$ cat src/rtl/tlb_repl_pkg.sv
package tlb_repl_pkg;
  localparam int IDX_W   = 6;
  localparam int WORD_W  = 32;
  localparam int BND_LSB = 18;
  localparam int CNT_LSB = 10;
  localparam int SQ_BIT  = 9;
  localparam int SV_BIT  = 8;
  localparam int INV_BIT = 2;

  typedef struct packed {
    logic loadCfg;
    logic stepCnt;
    logic wrapCnt;
  } ctrlStrobes_t;
endpackage

$ cat src/rtl/tlb_repl_ctrl_fsm.sv
module tlb_repl_ctrl_fsm
  import tlb_repl_pkg::*;
(
  input  logic             clk,
  input  logic             rst_n,
  input  logic             regWrEn,
  input  logic             wrSvBit,
  input  logic             wrInvBit,
  input  logic             tlbAccess,
  input  logic             tlbLoad,
  input  logic [IDX_W-1:0] curCnt,
  input  logic [IDX_W-1:0] curBnd,
  input  logic             curSv,
  output ctrlStrobes_t     strb,
  output logic             invPulse,
  output logic             protoErr
);
  logic bndHit;
  assign bndHit = (curBnd != '0) && (curCnt == curBnd);

  always_comb begin
    strb.loadCfg = regWrEn;
    strb.stepCnt = !regWrEn && tlbAccess && !tlbLoad;
    strb.wrapCnt = strb.stepCnt && bndHit;
  end

  always_ff @(posedge clk) begin
    if (!rst_n) begin
      invPulse <= 1'b0;
      protoErr <= 1'b0;
    end else begin
      invPulse <= regWrEn && wrInvBit;
      if (regWrEn && !wrInvBit && (wrSvBit != curSv)) protoErr <= 1'b1;
    end
  end

  // a pulse always traces back to a triggering write one cycle earlier
  assert_inv_src_R11: assert property (@(posedge clk) disable iff (!rst_n)
    invPulse |-> $past(regWrEn && wrInvBit));
  // the error flag never falls outside reset
  assert_perr_sticky_R12: assert property (@(posedge clk) disable iff (!rst_n)
    protoErr |=> protoErr);
endmodule

$ cat src/rtl/tlb_repl_datapath.sv
module tlb_repl_datapath
  import tlb_repl_pkg::*;
(
  input  logic              clk,
  input  logic              rst_n,
  input  ctrlStrobes_t      strb,
  input  logic [WORD_W-1:0] regWrData,
  input  logic              tlbAccess,
  input  logic              tlbLoad,
  output logic [IDX_W-1:0]  curCnt,
  output logic [IDX_W-1:0]  curBnd,
  output logic              curSq,
  output logic              curSv,
  output logic [WORD_W-1:0] regRdData
);
  logic unusedWrBits;
  assign unusedWrBits = ^{regWrData[WORD_W-1:BND_LSB+IDX_W],
                          regWrData[CNT_LSB+IDX_W+1:CNT_LSB+IDX_W],
                          regWrData[SV_BIT-1:0]};

  always_ff @(posedge clk) begin
    if (!rst_n) begin
      curCnt <= '0;
      curBnd <= '0;
      curSq  <= 1'b0;
      curSv  <= 1'b0;
    end else if (strb.loadCfg) begin
      curCnt <= regWrData[CNT_LSB +: IDX_W];
      curBnd <= regWrData[BND_LSB +: IDX_W];
      curSq  <= regWrData[SQ_BIT];
      curSv  <= regWrData[SV_BIT];
    end else if (strb.wrapCnt) begin
      curCnt <= '0;
    end else if (strb.stepCnt) begin
      curCnt <= curCnt + 1'b1;
    end
  end

  always_comb begin
    regRdData = '0;
    regRdData[BND_LSB +: IDX_W] = curBnd;
    regRdData[CNT_LSB +: IDX_W] = curCnt;
    regRdData[SQ_BIT] = curSq;
    regRdData[SV_BIT] = curSv;
  end

  // a write lands its counter field regardless of strobes
  assert_wr_prio_R8: assert property (@(posedge clk) disable iff (!rst_n)
    strb.loadCfg |=> curCnt == $past(regWrData[CNT_LSB +: IDX_W]));
  // load strobe freezes the counter when no write is present
  assert_load_hold_R7: assert property (@(posedge clk) disable iff (!rst_n)
    (tlbLoad && !strb.loadCfg) |=> $stable(curCnt));
  // hitting a nonzero boundary on an access returns the counter to zero
  assert_bnd_wrap_R4: assert property (@(posedge clk) disable iff (!rst_n)
    (tlbAccess && !tlbLoad && !strb.loadCfg && curBnd != '0 && curCnt == curBnd)
      |=> curCnt == '0);
  // with a zero boundary every access is a plain modulo-64 step
  assert_free_run_R5: assert property (@(posedge clk) disable iff (!rst_n)
    (tlbAccess && !tlbLoad && !strb.loadCfg && curBnd == '0)
      |=> curCnt == IDX_W'($past(curCnt) + 1'b1));
endmodule

$ cat src/rtl/tlb_repl_ctrl.sv
module tlb_repl_ctrl
  import tlb_repl_pkg::*;
(
  input  logic        clk,
  input  logic        rst_n,
  input  logic        regWrEn,
  input  logic [31:0] regWrData,
  output logic [31:0] regRdData,
  input  logic        tlbAccess,
  input  logic        tlbLoad,
  input  logic        sqAccess,
  input  logic        sqUser,
  output logic [5:0]  replIndex,
  output logic        sqPrivOnly,
  output logic        singleVmMode,
  output logic        sqAddrErr,
  output logic        invPulse,
  output logic        protoErr
);
  ctrlStrobes_t     strb;
  logic [IDX_W-1:0] curCnt, curBnd;
  logic             curSq, curSv;

  tlb_repl_ctrl_fsm u_ctrl (
    .clk(clk), .rst_n(rst_n), .regWrEn(regWrEn),
    .wrSvBit(regWrData[SV_BIT]), .wrInvBit(regWrData[INV_BIT]),
    .tlbAccess(tlbAccess), .tlbLoad(tlbLoad),
    .curCnt(curCnt), .curBnd(curBnd), .curSv(curSv),
    .strb(strb), .invPulse(invPulse), .protoErr(protoErr)
  );

  tlb_repl_datapath u_dp (
    .clk(clk), .rst_n(rst_n), .strb(strb), .regWrData(regWrData),
    .tlbAccess(tlbAccess), .tlbLoad(tlbLoad),
    .curCnt(curCnt), .curBnd(curBnd), .curSq(curSq), .curSv(curSv),
    .regRdData(regRdData)
  );

  assign replIndex    = curCnt;
  assign sqPrivOnly   = curSq;
  assign singleVmMode = curSv;
  assign sqAddrErr    = sqAccess && sqUser && curSq;

  // a privileged access never raises the address error
  assert_sq_priv_R9: assert property (@(posedge clk) disable iff (!rst_n)
    (sqAccess && !sqUser) |-> !sqAddrErr);
endmodule

$ cat config.mk
export PLATFORM = sky130hd
export DESIGN_NAME = tlb_repl_ctrl
export DESIGN_NICKNAME = d
export VERILOG_FILES = /design/src/rtl/tlb_repl_pkg.sv /design/src/rtl/tlb_repl_ctrl_fsm.sv /design/src/rtl/tlb_repl_datapath.sv /design/src/rtl/tlb_repl_ctrl.sv
export SDC_FILE = /design/constraint.sdc
export NUM_CORES = 1
export LEC_CHECK = 0
export ABC_CLOCK_PERIOD_IN_PS = 3300
export BUFFER_PORTS_ARGS = -buffer_cell sky130_fd_sc_hd__buf_2
export CAP_MARGIN = 20
export CORE_MARGIN = 10
export CORE_UTILIZATION = 42
export CTS_CLUSTER_DIAMETER = 80
export DETAILED_ROUTE_END_ITERATION = 16
export GPL_TIMING_DRIVEN = 0
export PLACE_DENSITY_LB_ADDON = 0.25
export SYNTH_ARGS = -nofsm -noshare
export SYNTH_HDL_FRONTEND = slang
export SYNTH_SLANG_ARGS = --single-unit
$ cat constraint.sdc
create_clock -name clk -period 3.3 [get_ports clk]
set_input_delay 0.99 -clock clk [delete_from_list [all_inputs] [get_ports clk]]
set_output_delay 0.99 -clock clk [all_outputs]
set_load 0.01 [all_outputs]
==> results of run 1 <==
==> cells in the mapped netlist <==
library cell | n | area [um^2]
mux2i_1 | 8 | 80.1
nor2b_1 | 8 | 50.1
buf_4 | 26 | 195
nand3_1 | 2 | 10.0
nor3_1 | 1 | 5.00
nor3_2 | 1 | 10.0
nor2_1 | 2 | 7.51
a21oi_1 | 2 | 10.0
dfxtp_1 | 16 | 320
o21ai_1 | 3 | 15.0
nor3b_1 | 1 | 7.51
o2bb2ai_2 | 1 | 15.0
o21ai_0 | 3 | 15.0
o31ai_1 | 1 | 7.51
xnor2_1 | 9 | 78.8
conb_1 | 1 | 3.75
nand2_1 | 9 | 33.8
buf_2 | 1 | 5.00
inv_1 | 2 | 7.51
ha_1 | 1 | 12.5
o2bb2ai_1 | 1 | 8.76
nand4_1 | 1 | 6.26
and2_1 | 3 | 18.8
or4_1 | 1 | 7.51
and3_1 | 2 | 12.5
o31ai_2 | 1 | 12.5
a31o_2 | 3 | 26.3
nand2b_1 | 1 | 6.26
xor2_1 | 2 | 17.5
o21a_1 | 1 | 7.51
clkbuf_1 | 3 | 11.3
==> metrics by stage <==
| step | area, um^2 | power (uW) | cells |
|---|---|---|---|
| 2_1_floorplan | 1090 | 314 | 134 |
| 4_1_cts | 1390 | 490 | 211 |
| 3_5_place_dp | 1350 | 356 | 207 |
| 5_1_grt | 1390 | 516 | 211 |
| 3_3_place_gp | 1350 | 353 | 207 |
| 6_report | 1390 | 489 | 211 |
==> layout by cell type (no fill, tap or decap), types with 2 or more instances in the layout <==
cell type   n
a21oi_1     2
a31o_2      3
and2_1      3
and3_1      2
buf_2      46
buf_4      26
clkbuf_1    3
clkbuf_4    3
conb_1     18
dfxtp_1    16
inv_1       2
mux2i_1     8
nand2_1     9
nand3_1     2
nor2_1      2
nor2b_1     8
o21ai_0     3
o21ai_1     3
xnor2_1     9
xor2_1      2
==> layer usage <==
layer	vias up	track usage	part of all wire
met5	-	0	0
met4	0	0.0532	0.016
met3	6	0.0542	0.098
met2	39	0.193	0.49
met1	406	0.107	0.39
li1	481	-	-
==> critical path, delay by kind of cell <==
kind	cells	cell delay, ns
buf+inv	2	0.23
simple gates	1	0.16
==> sequential cells by signal, indices dropped and copies added (netlist names) <==
signal and flops:
u_dp.curBnd 6, u_dp.curSv 1, u_dp.curSq 1, u_ctrl.protoErr 1, u_dp.curCnt 6, u_ctrl.invPulse 1
==> logic make-up after synthesis <==
family | Yosys count | share of synthesized area
AOI/OAI and AO/OA | 16 | 0.115
other | 1 | 0.00366
and+or+nand+nor | 32 | 0.171
adders and majority gates | 1 | 0.0122
muxes | 8 | 0.0781
xor gates and xnor gates | 11 | 0.0940
DFF | 16 | 0.313
buffers and inverters | 32 | 0.214
==> where the power goes <==
group          total [uW]  internal (uW)  switching (uW)
combinational         131           69.4            62.1
clock                 136           67.3            68.5
sequential            221            205            16.4
total                 489            342             147
==> how the worst max path moves through the flow <==
stage                         from        end  slack (ns)  cells after the start
after floorplan           sqAccess  sqAddrErr        1.13                      1
after global placement    sqAccess  sqAddrErr        0.94                      3
after detailed placement  sqAccess  sqAddrErr        0.93                      3
after CTS                 sqAccess  sqAddrErr        0.93                      3
after global routing      sqAccess  sqAddrErr        0.92                      3
final                     sqAccess  sqAddrErr        0.93                      3
==> final cells by class <==
type | instances | share of cell area
multi-input cells | 86 | 0.397
inverters | 2 | 0.00542
clock buffers | 4 | 0.0262
flip-flops and latches | 16 | 0.231
well taps | 28 | 0.0253
plain buffers | 30 | 0.153
repair buffers | 45 | 0.163
==> results.md, run 1 <==
* Status: completed
* Path class of the lowest-slack min-delay path: flip-flop to flip-flop
* Clock tree from TritonCTS: built
* Number of synthesis warnings at 0
* Unrepaired setup endpoints after global routing: no
* Required time at the worst-slack endpoint at 2.31 ns
* Die W at 69.4 um
* Floorplan die area at 4820 um^2
* Ratio of cells with drive above 1 in the final layout at 0.448
* Max-capacitance violation count at 0
* Synthesized flop and latch total at 16
* Mean post-synth cell area at 8.76 um^2
* Avg Vias per Cell at 4.42
* Utilization of the core after routing at 0.609
* Detail-routed net length per standard cell at 12.9 um
* Number of rows created at floorplan at 17
* Start of the worst register-to-register path: u_dp.curCnt[2]
* Register clock-pin slew on the reported worst setup and hold paths at 0.10 ns
* Die span in y at 69.4 um
* Skew-Pair Late Insertion Delay at 0.30 ns
* Cell mode on critical path: buf_2
* Hold path startpoint: u_ctrl.protoErr
* Antenna fix cells at 0
* Hold-fix buffers, CTS at 0
* Post-synthesis sequential area ratio at 0.313
* Type of destination of the critical path: primary output
* Worst Setup Slack post-DPL at 0.927 ns
* Number of design rule violations left after detail routing at 0
* Delay contributed by the slowest stage of the critical path at 0.16 ns
* TritonRoute pass-1 iters at 2
* Antenna Nets Post-Route at 0
* Total wire length after detailed routing at 2.72 mm
* Maximum number of buffers from clock root to sink at 2
* H-tree depth at 1
* Critical path data arrival time at 1.38 ns
* Final setup TNS at 0 ns
* Wire length of the first global-routing pass at 4.49 mm
* Vias in the first global route at 957
* Area of the core region at 2280 um^2
* Violation count after the first detailed-routing iteration at 11
* Leak Pwr at 0.000743 uW
* Vias at 932
* Worst-path fanout max at 1
* Register-to-register setup slack at 1.78 ns
* Min-Delay Path Depth at 1
* PwrDens at 353 nW/um^2
* Endpoint of the worst hold-timing path: u_ctrl.protoErr
* Crit path setup slack, layout at 0.929 ns
* # clock sinks at 16
* Final Slew Violations at 0
* Number of clock buffers inserted by TritonCTS at 3
* Root buffer selected by CTS: clkbuf_4
* Count of filler cells inserted in the layout at 224
* Total congestion overflow at 0
* Fin nets at 224
* GRT Overall Usage at 0.111
* Worst-path cell chain: buf_2 -> and3_1 -> buf_2
* Area of the multi-input gates at 549 um^2
* PostCTS Resize Cnt at 0
* Setup Buffers After CTS at 0
* Antenna violations before repair at 0
* Final hold violation count at 0
* Slowest-stage cell, CP: and3_1
* Maximum achievable frequency at 422 MHz
* Worst-case vdd ir drop at 0.000267 V
* Routability congestion estimate from global placement at 0.795
* Number of port buffers at 45
* Path depth of the worst reg2reg path at 4
* Final period demand of the worst path at 2.37 ns
* Path type of the worst setup path: input pin to primary output
* Number of different library cells in the post-synthesis netlist at 31
* Storage cell area at 320 um^2
* Final worst hold slack at 0.478 ns
* Area Growth Syn to Fin at 35.2%
* Final clock skew at 0.00610 ns
* Half-perimeter wire length after placement at 2.22 mm
* Number of instances in the synthesized netlist at 117
* Worst Setup Start Kind: input pin
* Effective utilization at floorplan at 0.450
* R2r endpoint: u_dp.curCnt[1]
* # setup viols final at 0
* Number of top-level pins at 82
* Final worst path period share at 0.718
* Largest net degree at the start of global routing at 11
* Netlist area before placement at 1020 um^2
Note: power is estimated with default switching activity, not from simulation.
==> inputs of run 2 (changes only) <==
ABC_CLOCK_PERIOD_IN_PS = 2200   (was 3300)
CORE_UTILIZATION = 39   (was 42)
clock period = 2.2 ns   (was 3.3 ns; I/O delays follow)
==> results.md, run 2 (synthesized netlist as in run 1, its figures left out) <==
* Maximum number of buffers from clock root to sink at 2 (unchanged)
* Leak Pwr at 0.000735 uW (-0.97%)
* Avg Vias per Cell at 4.34 (-1.6%)
* Final clock skew at 0.00397 ns (-0.00214 ns)
* Clock tree from TritonCTS: built
* Fin nets at 224 (unchanged)
* # clock sinks at 16 (unchanged)
* Routability congestion estimate from global placement at 0.798 (+0.43%)
* Final setup TNS at 0 ns (unchanged)
* Setup Buffers After CTS at 0 (unchanged)
* Violation count after the first detailed-routing iteration at 22 (+11)
* Type of destination of the critical path: primary output
* Path type of the worst setup path: flip-flop to primary output
* Worst Setup Start Kind: flip-flop
* Hold path startpoint: u_ctrl.protoErr
* Final Slew Violations at 0 (unchanged)
* Vias at 921 (-1.2%)
* Slew @ Worst Pin at 0.516 ns
* Critical path data arrival time at 1.07 ns (-0.31 ns)
* Number of design rule violations left after detail routing at 0 (unchanged)
* TritonRoute pass-1 iters at 3 (+1)
* Die span in y at 71.3 um (+2.7%)
* Required time at the worst-slack endpoint at 1.54 ns (-0.77 ns)
* Floorplan die area at 5080 um^2 (+5.4%)
* Max-capacitance violation count at 0 (unchanged)
* Area of the core region at 2500 um^2 (+9.8%)
* Number of rows created at floorplan at 18 (+1)
* Commonest cells after routing, fill and taps aside: 46 x buf_2, 26 x buf_4, 18 x conb_1
* Antenna fix cells at 0 (unchanged)
* Count of filler cells inserted in the layout at 260 (+16%)
* Unrepaired setup endpoints after global routing: no
* Worst-case vdd ir drop at 0.000322 V (+21%)
* PostCTS Resize Cnt at 0 (unchanged)
* Final hold violation count at 0 (unchanged)
* Utilization of the core after routing at 0.550 (-0.0590)
* Skew-Pair Late Insertion Delay at 0.28 ns (-0.02 ns)
* Effective utilization at floorplan at 0.410 (-0.0403)
* Non-filler instance count after layout at 212 (+0.47%)
* Number of top-level pins at 82 (unchanged)
* Final period demand of the worst path at 1.73 ns
* Area of the multi-input gates at 549 um^2 (unchanged)
* Die W at 71.3 um (+2.7%)
* Most common library cell in the layout ignoring fill and taps: buf_2
* Worst-path fanout max at 8 (+7)
* Hold-fix buffers, CTS at 0 (unchanged)
* Final worst path period share at 0.786
* Path class of the lowest-slack min-delay path: flip-flop to flip-flop
* Status: completed
* Number of port buffers at 45 (unchanged)
* Number of clock buffers inserted by TritonCTS at 3 (unchanged)
* Largest registers: u_dp.curBnd x6, u_dp.curCnt x6
* H-tree depth at 1 (unchanged)
* # setup viols final at 0 (unchanged)
* Antenna Nets Post-Route at 0 (unchanged)
* Beginning of the critical path: u_dp.curCnt[0]
* Register clock-pin slew on the reported worst setup and hold paths at 0.09 ns (about the same)
* Start of the worst register-to-register path: u_dp.curCnt[0]
* Headroom to the max-slew limit at 0.656
* Detail-routed net length per standard cell at 12.8 um (-0.95%)
* Total wire length after detailed routing at 2.70 mm (-0.48%)
* Largest net degree at the start of global routing at 11 (unchanged)
* Wire length of the first global-routing pass at 4.40 mm (-1.9%)
* GRT Overall Usage at 0.101 (-0.00946)
* Half-perimeter wire length after placement at 2.23 mm (+0.40%)
* Total congestion overflow at 0 (unchanged)
* Placed insts at 209 (+0.97%)
* Vias in the first global route at 975 (+1.9%)
* Register-to-register setup slack at 0.69 ns (-1.09 ns)
* Ratio of cells with drive above 1 in the final layout at 0.445 (-0.00303)
* Root buffer selected by CTS: clkbuf_4
* Antenna violations before repair at 0 (unchanged)
* Storage cell area at 320 um^2 (unchanged)
* Maximum achievable frequency at 578 MHz
* PwrDens at 496 nW/um^2 (+41%)
* Area Growth Syn to Fin at 34.1%
[run 2: cell count changes in the layout (fill, tap and decap cells not counted), sizes merged]
cell	previous run	this run
clkbuf	7	6
[run 2: worst paths after layout]
kind,to,depth (start not counted)
worst max register to register,u_dp.curCnt[5],4
worst min-delay path,u_ctrl.protoErr,1
worst min register to register,u_ctrl.protoErr,1
worst max-delay path,replIndex[0],2
[run 2: through the flow]
stage                     power, uW  hold slack, ns  area (um^2)  worst slack (ns)
final                           681           0.487         1370             0.470
after global routing            724           0.539         1370             0.401
after CTS                       686           0.496         1370             0.457
after detailed placement        535           0.469         1350             0.377
after global placement          531           0.446         1350             0.407
after floorplan                 472           0.509         1090             0.605
[run 2: area by class of cell]
| cell class | instances | share of cell area |
|---|---|---|
| Buffer | 30 | 0.154 |
| Clock buffer | 3 | 0.0164 |
| Inverter | 2 | 0.00546 |
| Multi-Input combinational cell | 86 | 0.400 |
| Sequential cell | 16 | 0.233 |
| Tap cell | 30 | 0.0273 |
| Timing Repair Buffer | 45 | 0.164 |
[run 2: worst max-delay path: stages (launching register included)]
cell and delay (ns):
dfxtp_1 0.51, buf_4 0.16, buf_2 0.12
[run 2: routing by layer]
layer / wire, um / up-vias / global-route usage
met1: 1060 / 409 / 0.111
met2: 1390 / 33 / 0.176
met3: 245 / 2 / 0.0413
met5: 0 / - / 0
met4: 8 / 0 / 0.0258
li1: - / 477 / -
[run 2: where the power goes]
part / switching (uW) / leakage, uW / total [uW] / internal (uW)
logic: 92.5 / 0.000590 / 197 / 104
registers: 24.5 / 0.000132 / 332 / 307
clock network: 89.0 / 0.0000138 / 153 / 63.5
